[src/rtl/trig_marker_pkg.sv]
package trig_marker_pkg;
    typedef enum logic [1:0] {
        DB_LOW  = 2'd0,
        DB_RISE = 2'd1,
        DB_HIGH = 2'd2,
        DB_FALL = 2'd3
    } db_state_t;

    localparam int BTN_LEVEL = 0;
    localparam int BTN_TIME  = 1;
    localparam int BTN_MOD   = 2;
    localparam int NUM_BTN   = 3;
    localparam int NUM_ADJ   = 2;
endpackage

[src/rtl/btn_sync.sv]
module btn_sync #(
    parameter int STAGES = 2
) (
    input  logic clk,
    input  logic rst_n,
    input  logic async_i,
    output logic sync_o
);
    logic [STAGES-1:0] chain_q;

    always_ff @(posedge clk or negedge rst_n) begin
        if (!rst_n) chain_q <= '0;
        else        chain_q <= {chain_q[STAGES-2:0], async_i};
    end

    assign sync_o = chain_q[STAGES-1];
endmodule

[src/rtl/btn_debounce.sv]
module btn_debounce
    import trig_marker_pkg::*;
#(
    parameter int DEB_CYCLES = 1 << 20
) (
    input  logic clk,
    input  logic rst_n,
    input  logic sync_i,
    output logic level_o
);
    localparam int CW = $clog2(DEB_CYCLES + 1);
    localparam logic [CW-1:0] LAST = CW'(DEB_CYCLES - 1);

    db_state_t state_q, state_n;
    logic [CW-1:0] cnt_q, cnt_n;

    // state register
    always_ff @(posedge clk or negedge rst_n) begin
        if (!rst_n) begin
            state_q <= DB_LOW;
            cnt_q   <= '0;
        end else begin
            state_q <= state_n;
            cnt_q   <= cnt_n;
        end
    end

    // next state
    always_comb begin
        state_n = state_q;
        cnt_n   = cnt_q;
        unique case (state_q)
            DB_LOW: if (sync_i) begin
                state_n = DB_RISE;
                cnt_n   = CW'(1);
            end
            DB_RISE: if (!sync_i) begin
                state_n = DB_LOW;
                cnt_n   = '0;
            end else if (cnt_q == LAST) begin
                state_n = DB_HIGH;
                cnt_n   = '0;
            end else begin
                cnt_n = cnt_q + CW'(1);
            end
            DB_HIGH: if (!sync_i) begin
                state_n = DB_FALL;
                cnt_n   = CW'(1);
            end
            DB_FALL: if (sync_i) begin
                state_n = DB_HIGH;
                cnt_n   = '0;
            end else if (cnt_q == LAST) begin
                state_n = DB_LOW;
                cnt_n   = '0;
            end else begin
                cnt_n = cnt_q + CW'(1);
            end
        endcase
    end

    // outputs
    always_ff @(posedge clk or negedge rst_n) begin
        if (!rst_n) level_o <= 1'b0;
        else        level_o <= (state_n == DB_HIGH) || (state_n == DB_FALL);
    end

    // the clean level rises only after a high synchronised sample
    a_r6_rise_after_high: assert property (@(posedge clk) disable iff (!rst_n)
        $rose(level_o) |-> $past(sync_i));

    // the run counter never passes the window
    a_r6_count_bound: assert property (@(posedge clk) disable iff (!rst_n)
        cnt_q <= LAST);
endmodule

[src/rtl/marker_pos_reg.sv]
module marker_pos_reg #(
    parameter int W      = 12,
    parameter int STEP   = 10,
    parameter int MIN    = 20,
    parameter int MAX    = 700,
    parameter int INIT   = 360,
    parameter bit INVERT = 1'b0
) (
    input  logic         clk,
    input  logic         rst_n,
    input  logic         press_i,
    input  logic         mod_i,
    output logic [W-1:0] pos_o
);
    localparam logic [W-1:0] STEP_V = W'(STEP);
    localparam logic [W-1:0] MIN_V  = W'(MIN);
    localparam logic [W-1:0] MAX_V  = W'(MAX);
    localparam logic [W-1:0] INIT_V = W'(INIT);
    localparam logic [W-1:0] UP_LIM = W'(MAX - STEP);
    localparam logic [W-1:0] DN_LIM = W'(MIN + STEP);

    logic         up;
    logic [W-1:0] pos_n;

    assign up = mod_i ^ INVERT;

    always_comb begin
        pos_n = pos_o;
        if (press_i) begin
            if (up) pos_n = (pos_o >= UP_LIM) ? MAX_V : pos_o + STEP_V;
            else    pos_n = (pos_o <= DN_LIM) ? MIN_V : pos_o - STEP_V;
        end
    end

    always_ff @(posedge clk or negedge rst_n) begin
        if (!rst_n) pos_o <= INIT_V;
        else        pos_o <= pos_n;
    end

    // the position stays in range
    a_r8_in_range: assert property (@(posedge clk) disable iff (!rst_n)
        (pos_o >= MIN_V) && (pos_o <= MAX_V));

    // the position changes only after a press pulse
    a_r7_change_needs_press: assert property (@(posedge clk) disable iff (!rst_n)
        (pos_o != $past(pos_o)) |-> $past(press_i));

    // an upward step adds one step, or stops at the top limit
    a_r4_step_up: assert property (@(posedge clk) disable iff (!rst_n)
        (press_i && up && pos_o < UP_LIM) |=> (pos_o == $past(pos_o) + STEP_V));

    // a downward step subtracts one step, or stops at the bottom limit
    a_r5_step_down: assert property (@(posedge clk) disable iff (!rst_n)
        (press_i && !up && pos_o > DN_LIM) |=> (pos_o == $past(pos_o) - STEP_V));
endmodule

[src/rtl/trig_marker_ctrl.sv]
module trig_marker_ctrl
    import trig_marker_pkg::*;
#(
    parameter int POS_W           = 12,
    parameter int DEBOUNCE_CYCLES = 1 << 20,
    parameter int SYNC_STAGES     = 2,
    parameter int STEP            = 10,
    parameter int LEVEL_MIN       = 20,
    parameter int LEVEL_MAX       = 700,
    parameter int TIME_MIN        = 20,
    parameter int TIME_MAX        = 1260
) (
    input  logic             clk,
    input  logic             rst_n,
    input  logic             btn_level_raw,
    input  logic             btn_time_raw,
    input  logic             btn_mod_raw,
    output logic [POS_W-1:0] level_pos,
    output logic [POS_W-1:0] time_pos
);
    localparam int LEVEL_MID = (LEVEL_MIN + LEVEL_MAX) / 2;
    localparam int TIME_MID  = (TIME_MIN + TIME_MAX) / 2;

    logic [NUM_BTN-1:0] raw, synced, clean;
    logic [NUM_ADJ-1:0] clean_q, press;

    assign raw[BTN_LEVEL] = btn_level_raw;
    assign raw[BTN_TIME]  = btn_time_raw;
    assign raw[BTN_MOD]   = btn_mod_raw;

    for (genvar i = 0; i < NUM_BTN; i++) begin : g_btn
        btn_sync #(.STAGES(SYNC_STAGES)) u_sync (
            .clk(clk), .rst_n(rst_n), .async_i(raw[i]), .sync_o(synced[i]));
        btn_debounce #(.DEB_CYCLES(DEBOUNCE_CYCLES)) u_deb (
            .clk(clk), .rst_n(rst_n), .sync_i(synced[i]), .level_o(clean[i]));
    end

    // rising-edge detection of the adjust buttons
    always_ff @(posedge clk or negedge rst_n) begin
        if (!rst_n) clean_q <= '0;
        else        clean_q <= clean[NUM_ADJ-1:0];
    end
    assign press = clean[NUM_ADJ-1:0] & ~clean_q;

    // level: default down, up with modifier
    marker_pos_reg #(.W(POS_W), .STEP(STEP), .MIN(LEVEL_MIN), .MAX(LEVEL_MAX),
                     .INIT(LEVEL_MID), .INVERT(1'b0)) u_level (
        .clk(clk), .rst_n(rst_n), .press_i(press[BTN_LEVEL]),
        .mod_i(clean[BTN_MOD]), .pos_o(level_pos));

    // time: default up, down with modifier
    marker_pos_reg #(.W(POS_W), .STEP(STEP), .MIN(TIME_MIN), .MAX(TIME_MAX),
                     .INIT(TIME_MID), .INVERT(1'b1)) u_time (
        .clk(clk), .rst_n(rst_n), .press_i(press[BTN_TIME]),
        .mod_i(clean[BTN_MOD]), .pos_o(time_pos));

    // a press pulse lasts a single cycle
    a_r7_single_pulse: assert property (@(posedge clk) disable iff (!rst_n)
        (press != '0) |=> ((press & $past(press)) == '0));

    // the modifier never produces a press on its own
    a_r9_mod_no_press: assert property (@(posedge clk) disable iff (!rst_n)
        (press == '0) |=> (level_pos == $past(level_pos)) && (time_pos == $past(time_pos)));
endmodule

[config.mk]
export PLATFORM = sky130hd
export DESIGN_NAME = trig_marker_ctrl
export DESIGN_NICKNAME = d
export VERILOG_FILES = /design/src/rtl/trig_marker_pkg.sv /design/src/rtl/btn_sync.sv /design/src/rtl/btn_debounce.sv /design/src/rtl/marker_pos_reg.sv /design/src/rtl/trig_marker_ctrl.sv
export SDC_FILE = /design/constraint.sdc
export NUM_CORES = 1
export LEC_CHECK = 0
export ABC_CLOCK_PERIOD_IN_PS = 2000
export BUFFER_PORTS_ARGS = -buffer_cell sky130_fd_sc_hd__buf_2
export CORE_MARGIN = 3
export CORE_UTILIZATION = 50
export DETAILED_ROUTE_END_ITERATION = 6
export GPL_ROUTABILITY_DRIVEN = 0
export GPL_TIMING_DRIVEN = 0
export PLACE_DENSITY = 0.66
export SLEW_MARGIN = 10
export SYNTH_ARGS = -nofsm -noshare
export SYNTH_HDL_FRONTEND = slang
export SYNTH_SLANG_ARGS = --single-unit
[constraint.sdc]
create_clock -name clk -period 2 [get_ports clk]
set_input_delay 0.2 -clock clk [delete_from_list [all_inputs] [get_ports clk]]
set_output_delay 0.2 -clock clk [all_outputs]
set_load 0.02 [all_outputs]
==> impl_metrics.env, run 1 <==
export IMPL_m1WireLength_um=6430
export IMPL_clkTransAtPathRegs_ns=0.07
export IMPL_highest_layer="met4"
export IMPL_end_kind="flop"
export IMPL_syn_inst=665
export IMPL_rsz0062_at_grt="yes"
export IMPL_finalPower_mw=4.36
export IMPL_ys_warnings_count=0
export IMPL_syn_avg_cell_area_um2=8.93
export IMPL_wl_per_cell_um=16.5
export IMPL_num_rows=39
export IMPL_start_util_pct=51.6
export IMPL_worst_slew_pin_slew_ns=0.581
export IMPL_failed_checks="negative setup slack"
export IMPL_first_pass_iters=6
export IMPL_met3_length_um=572
export IMPL_cts_sinks=102
export IMPL_drc=0
export IMPL_wl_met2_um=7110
export IMPL_relSlewSlack_pct=61.1
export IMPL_final_cell_area_um2=7140
export IMPL_hp_class="primary input to async pin"
export IMPL_drive_gt1_share_pct=19.6
export IMPL_fin_crit_sh_pct=101
export IMPL_async_flop_share_pct=100
export IMPL_drt_antenna_violating_nets=0
export IMPL_grt_pass1_vias=5008
export IMPL_synth_cell_types=70
export IMPL_layout_setup_ws_ns=-0.0244
export IMPL_path_cells="or4_4 > o211a_4 > a211oi_4 > o21ai_2 > o32a_1"
export IMPL_hold_violations=0
export IMPL_max_freq_mhz=494
export IMPL_coreArea_um2=11500
export IMPL_cts_inserted_buffers=9
export IMPL_die_w_um=115
export IMPL_grt_first_pass_wirelength_um=23500
export IMPL_grt_max_degree=53
export IMPL_vias=5471
export IMPL_syn_to_final_growth_pct=20.2
export IMPL_cp_start_kind="flop"
export IMPL_ir_worst_vdd_mv=0.479
export IMPL_setup_viol=2
export IMPL_critPathRequiredTime_ns=2.23
export IMPL_outcome="finished, violations left"
export IMPL_wl_um=14400
export IMPL_boundaryPins=29
export IMPL_setup_tns_ns=-0.0407
export IMPL_synth_edff_count=0
export IMPL_dpl_hpwl_um=9500
export IMPL_cts_htree_levels=3
export IMPL_clock_path_buffers=2
export IMPL_fill_cells=940
export IMPL_synth_ff_type="dfrtp_1"
export IMPL_synth_seq_cells=102
export IMPL_ys_seq_area_share_pct=43.1
export IMPL_insertion_delay_ns=0.35
export IMPL_syn_cell_area_um2=5940
export IMPL_finalMaxSlewViolations=0
export IMPL_cp_max_fo=7
export IMPL_cpMaxStageDelayCell="or4_4"
export IMPL_postLayoutCoreUtil_pct=62.0
export IMPL_viasPerCell=6.27
export IMPL_cts_tree="built"
export IMPL_root_buffer="clkbuf_16"
export IMPL_maxCapViolCount=0
export IMPL_die_height_um=115
export IMPL_drt_iter0_drc=374
export IMPL_final_nets=738
export IMPL_num_antenna_cells=0
export IMPL_dpl_instance_area_um2=6310
export IMPL_p_leak_nw=3.09
export IMPL_powerDensity_nw_per_um2=611
export IMPL_antenna_found_initial=0
export IMPL_cpPeakStageDelay_ns=0.49
export IMPL_critPathKind="flop to flop"
export IMPL_io_buffers=26
export IMPL_arrival_ns=2.25
export IMPL_fin_worst_skew_ns=0.00893
export IMPL_fin_crit_ns=2.02
export IMPL_die_area_um2=13200
export IMPL_gr_usage_all_layers_pct=21.8
export IMPL_gr_total_overflow=0
## per-stage QoR
stage	setup slack, ns	hold slack (ns)	cells
after floorplan	-0.0901	-0.0956	666
after global placement	-0.589	0.308	835
after detailed placement	-0.455	0.185	836
after CTS	-0.0885	0.360	865
after global routing	-0.115	0.368	872
final	-0.0244	0.357	872
## cell type report
class,instances,area (µm²),share of cell area [%]
plain buffers,35,173,2.42
clock buffers,10,229,3.21
clock inverters,6,111,1.56
inverters,14,56.3,0.789
multi-input cells,509,3450,48.3
flip-flops and latches,102,2570,36.0
well taps,143,179,2.51
repair buffers,53,373,5.22
## cells in the mapped netlist (all sizes together) (3+ instances only)
master  instances  share of area [%]
nor2           41                2.6
xor2            4               0.59
or4             4               0.57
nand3          48                4.0
a21boi          3               0.38
a22oi           3               0.38
a21oi          40                3.4
and3           14                1.5
o31a            3               0.44
mux2i          15                2.5
a22o            9                1.3
clkbuf         34                2.1
dfrtp          96                 40
and4            5               0.74
xnor2           5               0.74
o21ai          62                5.2
nor4           12                1.5
or2             4               0.42
a31oi          13                1.4
nor2b           7               0.74
nand2b          8               0.84
inv            13               0.82
a221o           3               0.51
ha              9                1.9
a211oi          8                1.0
o21a            8                1.0
nand4          22                2.3
buf             7               0.74
a21o            7               0.89
a221oi          3               0.55
nand4b          3               0.44
nor3           17                1.4
or3             9               0.95
o31ai           8                1.0
o211ai          3               0.38
mux2            8                1.5
dfstp           6                2.7
and2            9               0.95
o22a            5               0.74
nand2          57                3.6
## flip-flops by register name, indices dropped and copies added (netlist names)
name,cells
u_level.pos_o,11
g_btn.u_deb.state_q,6
u_time.pos_o,11
g_btn.u_sync.chain_q,6
g_btn.u_deb.level_o,3
g_btn.u_deb.cnt_q,63
clean_q,2
## worst max-delay path: cells and delay by family (launching register included)
| family | cells | cell delay [ns] |
|---|---|---|
| flip-flops | 1 | 0.45 |
| AO/OA/AOI/OAI | 4 | 0.97 |
| AND/OR/NAND/NOR | 1 | 0.49 |
## cells by family after synthesis
kind of cell	after synthesis	synth area share, %
compound gates	199	22.2
xor+xnor	9	1.33
fa+ha+maj	9	1.90
buf+inv	55	3.77
flops	102	43.1
mux	23	4.05
other cells	1	0.0632
simple gates	267	23.5
## cell usage in the layout, fill, tap and decap left out, types with 6 or more instances in the layout
cell type / instances
o21a_1: 8
nand2_1: 56
mux2i_1: 15
a21o_1: 7
a21oi_1: 35
buf_4: 23
o31ai_1: 8
a211oi_1: 7
nor2b_1: 6
inv_1: 13
dfrtp_2: 7
nor3_1: 14
clkbuf_1: 21
nand4_1: 22
mux2_2: 8
nor2_1: 40
ha_1: 6
dfstp_2: 6
clkbuf_16: 9
dfrtp_1: 89
buf_2: 27
nand2b_1: 8
a31oi_1: 12
nand3_1: 46
or3_1: 7
a22o_1: 9
and3_1: 13
and2_1: 8
o21ai_0: 57
nor4_4: 7
## worst paths after layout
kind	slack [ns]	to	depth (start not counted)	from
setup / recovery	-0.02	u_time.pos_o[5]	5	u_time.pos_o[4]
hold / removal	0.36	g_btn[2].u_deb.cnt_q[10]	2	rst_n
setup reg to reg	-0.02	u_time.pos_o[5]	5	u_time.pos_o[4]
hold reg to reg	0.36	g_btn[1].u_sync.chain_q[1]	0	g_btn[1].u_sync.chain_q[0]
max in group asynchronous	0.97	u_level.pos_o[5]	3	rst_n
min in group clk	0.36	g_btn[1].u_sync.chain_q[1]	0	g_btn[1].u_sync.chain_q[0]
## layer usage
metal  track usage (%)  vias to the layer above
met3              4.32                       28
li1                  -                     2614
met5                 0                        -
met1              27.6                     2679
met4              7.82                        0
met2              37.0                      150
## where the power goes
group,leakage (nW),switching (mW),internal (mW),total (mW)
Clock,0.163,0.764,1.22,1.99
Sequential,1.36,0.0332,2.09,2.13
Combinational,1.56,0.154,0.0953,0.250
## timing repair
item	4_1_cts	5_1_grt
buffers inserted	11	11
hold buffers	4	0
pin swaps	10	11
hold endpoints to repair	54	0
gates resized for setup	33	49
setup endpoints to repair	75	63
(Power assumes the default switching activity.)
==> run 2, diff against run 1 <==
--- a/config.mk
+++ b/config.mk
@@ -8,11 +8,11 @@
 export ABC_CLOCK_PERIOD_IN_PS = 2000
 export BUFFER_PORTS_ARGS = -buffer_cell sky130_fd_sc_hd__buf_2
 export CORE_MARGIN = 3
-export CORE_UTILIZATION = 50
+export CORE_UTILIZATION = 56
 export DETAILED_ROUTE_END_ITERATION = 6
 export GPL_ROUTABILITY_DRIVEN = 0
 export GPL_TIMING_DRIVEN = 0
-export PLACE_DENSITY = 0.66
+export PLACE_DENSITY = 0.73
 export SLEW_MARGIN = 10
 export SYNTH_ARGS = -nofsm -noshare
 export SYNTH_HDL_FRONTEND = slang
==> constraint.sdc (replaced) <==
create_clock -name clk -period 2 [get_ports clk]
set_input_delay 0.2 -clock clk [delete_from_list [all_inputs] [get_ports clk]]
set_output_delay 0.2 -clock clk [all_outputs]
set_load 0.05 [all_outputs]
==> run 2 against run 1 <==
  * The flow still finishes with violations (negative setup slack)
  * Cell count shrank 1.5%
  * Clock power decreased by 28%
  * Combinational power shrank 10%
  * Sequential share of layout area increased by 1.2 points
  * Non-clock buffer count fell by 3
  * Worst setup slack improved by 0.010 ns
  * Critical endpoint unchanged
  * Final area is 3.0% lower
  * First-iteration DRC count grew 20%
  * Clock skew is essentially flat
  * Critical path depth did not move
  * Count of clock-buffer cells in the layout rose by 1
==> impl_metrics.env, run 2 (synthesized netlist as in run 1, its figures left out) <==
export IMPL_hold_violations=0
export IMPL_cts_tree="built"
export IMPL_pwr_share_comb_pct=5.9
export IMPL_clock_path_buffers=2
export IMPL_regMostFlops="g_btn.u_deb.cnt_q"
export IMPL_coreArea_um2=10000
export IMPL_seq_area_um2=2570
export IMPL_max_freq_mhz=497
export IMPL_failed_checks="negative setup slack"
export IMPL_clkTransAtPathRegs_ns=0.09
export IMPL_first_pass_iters=7
export IMPL_powerDensity_nw_per_um2=547
export IMPL_die_w_um=109
export IMPL_path_cells="or4_4 > o211a_4 > a211oi_4 > o21ai_2 > o32a_1"
export IMPL_intPower_mw=2.88
export IMPL_largest_reg_flops=63
export IMPL_syn_to_final_growth_pct=16.6
export IMPL_reg_top3="g_btn.u_deb.cnt_q x63, u_level.pos_o x11, u_time.pos_o x11"
export IMPL_critPathKind="flop to flop"
export IMPL_drc=0
export IMPL_seqPwrFrac_pct=56.2
export IMPL_boundaryPins=29
export IMPL_cts_sinks=102
export IMPL_grt_first_pass_wirelength_um=23100
export IMPL_fin_crit_ns=2.01
export IMPL_start_util_pct=59.1
export IMPL_drive_gt1_share_pct=19.6
export IMPL_busiest_layer="met2"
export IMPL_outcome="finished, violations left"
export IMPL_vias=5416
export IMPL_drt_antenna_violating_nets=0
export IMPL_worst_path_buf_inv=0
export IMPL_antenna_found_initial=0
export IMPL_hp_class="flop to flop"
export IMPL_root_buffer="clkbuf_8"
export IMPL_arrival_ns=2.29
export IMPL_met2_usage_pct=40.4
export IMPL_drt_iter0_drc=449
export IMPL_viasPerCell=6.31
export IMPL_cpMaxStageDelayCell="or4_4"
export IMPL_met3_usage_pct=5.80
export IMPL_ir_worst_vdd_mv=0.431
export IMPL_io_buffers=26
export IMPL_p_sw_share_pct=23.9
export IMPL_rsz0062_at_grt="yes"
export IMPL_grt_use_met1_pct=30.5
export IMPL_critPathRequiredTime_ns=2.27
export IMPL_worst_slew_pin_slew_ns=0.769
export IMPL_cpPeakStageDelay_ns=0.53
export IMPL_end_kind="flop"
export IMPL_die_height_um=109
export IMPL_num_rows=36
export IMPL_relSlewSlack_pct=48.7
export IMPL_p_leak_nw=3.00
export IMPL_cts_htree_levels=3
export IMPL_cp_start_kind="flop"
export IMPL_wl_um=14000
export IMPL_fin_worst_skew_ns=0.00907
export IMPL_insertion_delay_ns=0.39
export IMPL_setup_viol=1
export IMPL_layout_setup_ws_ns=-0.0141
export IMPL_gr_usage_all_layers_pct=24.3
export IMPL_grt_max_degree=60
export IMPL_clkPwrFrac_pct=37.9
export IMPL_wl_per_cell_um=16.3
export IMPL_fill_cells=761
export IMPL_cp_max_fo=2
export IMPL_grt_pass1_vias=5071
export IMPL_num_antenna_cells=0
export IMPL_die_area_um2=11900
export IMPL_fin_crit_sh_pct=101
export IMPL_placed_cells=826
export IMPL_pre_cts_ws_ns=-0.532
export IMPL_finalMaxSlewViolations=0
export IMPL_maxCapViolCount=0
export IMPL_multi_input_area_um2=3420
export IMPL_final_nets=735
export IMPL_dpl_hpwl_um=9320
export IMPL_cts_inserted_buffers=9
export IMPL_gr_total_overflow=0
export IMPL_p_switching_uw=905
export IMPL_final_cell_mix="dfrtp_1, nand2_1, o21ai_0"
export IMPL_layout_cells_non_filler=859
export IMPL_crit_family="compound AO/OA/AOI/OAI gates"
export IMPL_final_common_cell="dfrtp_1"
[run 2: cell count changes in the layout (fill, tap and decap cells not counted), sizes merged]
cell | previous run | this run
buf | 54 | 52
inv | 13 | 15
bufinv | 3 | 2
clkinv | 2 | 1
clkinvlp | 2 | 1
[run 2: worst reg2reg max path, delay by kind of cell, from the launching register on]
| kind | cells | cell delay, ns |
|---|---|---|
| compound gates | 4 | 0.96 |
| simple gates | 1 | 0.53 |
| flops | 1 | 0.42 |
[run 2: path summary, 6_finish.rpt]
check	cells past startpoint	end	slack, ns	start
setup / recovery	5	u_time.pos_o[5]	-0.01	u_time.pos_o[2]
hold / removal	0	g_btn[0].u_sync.chain_q[1]	0.37	g_btn[0].u_sync.chain_q[0]
setup reg to reg	5	u_time.pos_o[5]	-0.01	u_time.pos_o[2]
hold reg to reg	0	g_btn[0].u_sync.chain_q[1]	0.37	g_btn[0].u_sync.chain_q[0]
max in group asynchronous	3	g_btn[2].u_deb.cnt_q[1]	0.86	rst_n
min in group asynchronous	2	g_btn[2].u_deb.cnt_q[15]	0.43	rst_n
[run 2: repair_timing]
| item | in CTS | in global routing |
|---|---|---|
| cloned | 0 | 0 |
| setup buffers | 12 | 6 |
| endpoints found under the setup margin | 75 | 63 |
| hold endpoints to repair | 55 | 0 |
| gates resized for setup | 39 | 32 |
| hold buffers | 4 | 0 |
| pin swaps | 8 | 9 |
[run 2: layout make-up]
cell class / count / area share [%]
buffer: 36 / 2.39
clock buffer: 11 / 1.90
clock inverter: 5 / 1.19
inverter: 14 / 0.814
multi-input combinational: 509 / 49.4
sequential: 102 / 37.2
tap: 133 / 2.40
timing repair buffer: 49 / 4.79
[run 2: stage by stage]
step / hold WS [ns] / TNS, ns / total power, mW / util (%) / cell area [µm²]
after floorplan: -0.0956 / -0.757 / 2.28 / - / 5980
after global placement: 0.308 / -45.98 / 2.36 / 62.5 / 6280
after detailed placement: 0.312 / -14.71 / 2.37 / 62.7 / 6300
after CTS: 0.376 / -0.109 / 3.83 / 67.6 / 6790
after global routing: 0.386 / -0.184 / 3.95 / 68.9 / 6920
final: 0.366 / -0.0141 / 3.79 / 68.9 / 6920
[run 2: power groups by stage]
stage | registers (mW) | clock network [mW] | logic [mW]
after floorplan | 2.15 | 0 | 0.126
after global placement | 2.16 | 0 | 0.200
after detailed placement | 2.16 | 0 | 0.212
after CTS | 2.13 | 1.48 | 0.226
after global routing | 2.13 | 1.56 | 0.257
final | 2.13 | 1.43 | 0.225
[run 2: layer usage]
| layer | share of wire, % | up-vias | wire [µm] |
|---|---|---|---|
| met4 | 1.9 | 0 | 266 |
| li1 | - | 2602 | - |
| met5 | 0 | - | 0 |
| met3 | 5.3 | 29 | 740 |
| met1 | 44 | 2601 | 6120 |
| met2 | 49 | 184 | 6900 |
==> run 3, diff against run 2 <==
--- a/config.mk
+++ b/config.mk
@@ -6,13 +6,14 @@
 export NUM_CORES = 1
 export LEC_CHECK = 0
 export ABC_CLOCK_PERIOD_IN_PS = 2000
-export BUFFER_PORTS_ARGS = -buffer_cell sky130_fd_sc_hd__buf_2
+export BUFFER_PORTS_ARGS = -buffer_cell sky130_fd_sc_hd__buf_4
 export CORE_MARGIN = 3
 export CORE_UTILIZATION = 56
 export DETAILED_ROUTE_END_ITERATION = 6
 export GPL_ROUTABILITY_DRIVEN = 0
 export GPL_TIMING_DRIVEN = 0
 export PLACE_DENSITY = 0.73
+export RECOVER_POWER = 50
 export SLEW_MARGIN = 10
 export SYNTH_ARGS = -nofsm -noshare
 export SYNTH_HDL_FRONTEND = slang
==> run 3 against run 2 <==
  * The flow still finishes with violations (negative setup slack)
  * Sequential share of layout area shrank 0.11 points
  * Utilization grew 0.16 points
  * Register-to-register slack is essentially flat
  * Cell count shrank 0.12%
  * Fmax grew 0.53%
  * Sequential power is essentially flat
  * Critical path depth grew 1
  * Via count grew 0.13%
  * Die area is the same
  * Count of clock-buffer cells in the layout shrank 1
  * Worst setup slack gained 0.011 ns
  * Combinational power grew 6%
  * Critical path type unchanged
  * Largest power group unchanged
==> impl_metrics.env, run 3 (synthesized netlist as in run 1, its figures left out) <==
export IMPL_busiest_layer="met2"
export IMPL_fin_worst_skew_ns=0.0106
export IMPL_hold_violations=0
export IMPL_fin_crit_sh_pct=100
export IMPL_final_nets=734
export IMPL_rr_worst_depth=6
export IMPL_wl_um=14200
export IMPL_drt_iter0_drc=353
export IMPL_drive_gt1_share_pct=19.3
export IMPL_finalMaxSlewViolations=0
export IMPL_insertion_delay_ns=0.39
export IMPL_cp_max_fo=4
export IMPL_min_path_cells=0
export IMPL_maxCapViolCount=0
export IMPL_wl_per_cell_um=16.5
export IMPL_met3_usage_pct=5.51
export IMPL_outcome="finished, violations left"
export IMPL_final_cell_mix="dfrtp_1, nand2_1, o21ai_0"
export IMPL_cts_htree_levels=3
export IMPL_die_height_um=109
export IMPL_grt_max_degree=55
export IMPL_critPathKind="flop to flop"
export IMPL_clkPwrFrac_pct=34.5
export IMPL_worst_slew_pin_slew_ns=1.38
export IMPL_largest_reg_flops=63
export IMPL_end_kind="flop"
export IMPL_root_buffer="clkbuf_8"
export IMPL_cts_inserted_buffers=9
export IMPL_grt_first_pass_wirelength_um=23400
export IMPL_failed_checks="negative setup slack"
export IMPL_p_switching_uw=939
export IMPL_critPathRequiredTime_ns=2.28
export IMPL_dpl_hpwl_um=9470
export IMPL_drc=0
export IMPL_cp_start_kind="flop"
export IMPL_max_freq_mhz=499
export IMPL_io_buffers=26
export IMPL_first_pass_iters=7
export IMPL_regMostFlops="g_btn.u_deb.cnt_q"
export IMPL_gr_total_overflow=0
export IMPL_ir_worst_vdd_mv=0.607
export IMPL_setup_viol=1
export IMPL_num_antenna_cells=0
export IMPL_postLayoutCoreUtil_pct=69.1
export IMPL_p_leak_nw=2.97
export IMPL_start_util_pct=59.1
export IMPL_cts_sinks=102
export IMPL_p_sw_share_pct=26.0
export IMPL_layout_setup_ws_ns=-0.00341
export IMPL_seqPwrFrac_pct=58.9
export IMPL_intPower_mw=2.67
export IMPL_coreArea_um2=10000
export IMPL_fin_crit_ns=2.00
export IMPL_pre_cts_ws_ns=-0.465
export IMPL_met2_usage_pct=39.5
export IMPL_pwr_share_comb_pct=6.6
export IMPL_die_area_um2=11900
export IMPL_final_common_cell="dfrtp_1"
export IMPL_reg_top3="g_btn.u_deb.cnt_q x63, u_level.pos_o x11, u_time.pos_o x11"
export IMPL_hp_class="flop to flop"
export IMPL_rsz0062_at_grt="yes"
export IMPL_arrival_ns=2.29
export IMPL_drt_antenna_violating_nets=0
export IMPL_syn_to_final_growth_pct=16.8
export IMPL_grt_use_met1_pct=32.2
export IMPL_relSlewSlack_pct=8.26
export IMPL_gr_usage_all_layers_pct=24.5
export IMPL_vias=5423
export IMPL_num_rows=36
export IMPL_viasPerCell=6.32
export IMPL_antenna_found_initial=0
export IMPL_boundaryPins=29
export IMPL_powerDensity_nw_per_um2=520
export IMPL_clkTransAtPathRegs_ns=0.10
export IMPL_clock_path_buffers=2
export IMPL_die_w_um=109
export IMPL_fin_hold_ws_ns=0.354
export IMPL_cts_tree="built"
export IMPL_grt_pass1_vias=5015
[run 3: cell count changes in the layout (fill, tap and decap cells not counted), sizes merged]
cell,change
bufinv,-2
clkbuf,+5
clkinv,+2
buf,-7
clkinvlp,+1
[run 3: timing repair]
item / CTS / global route
buffers inserted: 9 / 9
pin swaps: 9 / 11
hold buffers: 4 / 0
resized for setup: 38 / 34
hold endpoints to repair: 50 / 0
endpoints found under the setup margin: 75 / 57
[run 3: per-stage QoR]
| step | power [mW] | cells | TNS, ns | cell area (µm²) |
|---|---|---|---|---|
| floorplan | 2.28 | 666 | -0.757 | 5980 |
| global placement | 2.36 | 825 | -11.10 | 6340 |
| detailed placement | 2.38 | 826 | -14.05 | 6370 |
| CTS | 3.64 | 854 | -0.150 | 6800 |
| global route | 3.78 | 858 | -1.11 | 6940 |
| finish | 3.61 | 858 | -0.00341 | 6940 |
[run 3: final timing paths]
kind | startpoint | end | slack (ns)
max reg2reg | u_time.pos_o[2] | u_time.pos_o[6] | -0.003
max in group asynchronous | rst_n | g_btn[2].u_deb.cnt_q[0] | 0.24
min | g_btn[0].u_sync.chain_q[0] | g_btn[0].u_sync.chain_q[1] | 0.35
min reg2reg | g_btn[0].u_sync.chain_q[0] | g_btn[0].u_sync.chain_q[1] | 0.35
max | u_time.pos_o[2] | u_time.pos_o[6] | -0.003
min in group asynchronous | rst_n | g_btn[1].u_deb.cnt_q[14] | 0.66
[run 3: layer usage]
metal  vias to the layer above  routed length [µm]
li1                       2587                   -
met1                      2623                6400
met2                       191                6840
met3                        22                 733
met4                         0                 180
met5                         -                   0
[run 3: worst max-delay path, cell delays in order (launching register included)]
cell and delay [ns]:
dfrtp_2 0.41, or4_4 0.53, o211a_4 0.27, a2111oi_4 0.21, buf_4 0.20, a221oi_2 0.06, o22a_1 0.22
[run 3: cell type report]
| class | count | area, µm² |
|---|---|---|
| clock buffer | 10 | 138 |
| sequential | 102 | 2570 |
| inverter | 14 | 56.3 |
| timing repair buffer | 49 | 375 |
| clock inverter | 6 | 43.8 |
| fill | 765 | 3110 |
| multi-input combinational | 509 | 3430 |
| buffer | 35 | 161 |
| tap | 133 | 166 |
[run 3: power by group through the flow]
stage / clock network (mW) / registers [mW] / logic [mW]
floorplan: 0 / 2.15 / 0.126
global placement: 0 / 2.16 / 0.201
detailed placement: 0 / 2.16 / 0.216
CTS: 1.29 / 2.12 / 0.228
global route: 1.38 / 2.13 / 0.270
finish: 1.24 / 2.12 / 0.239
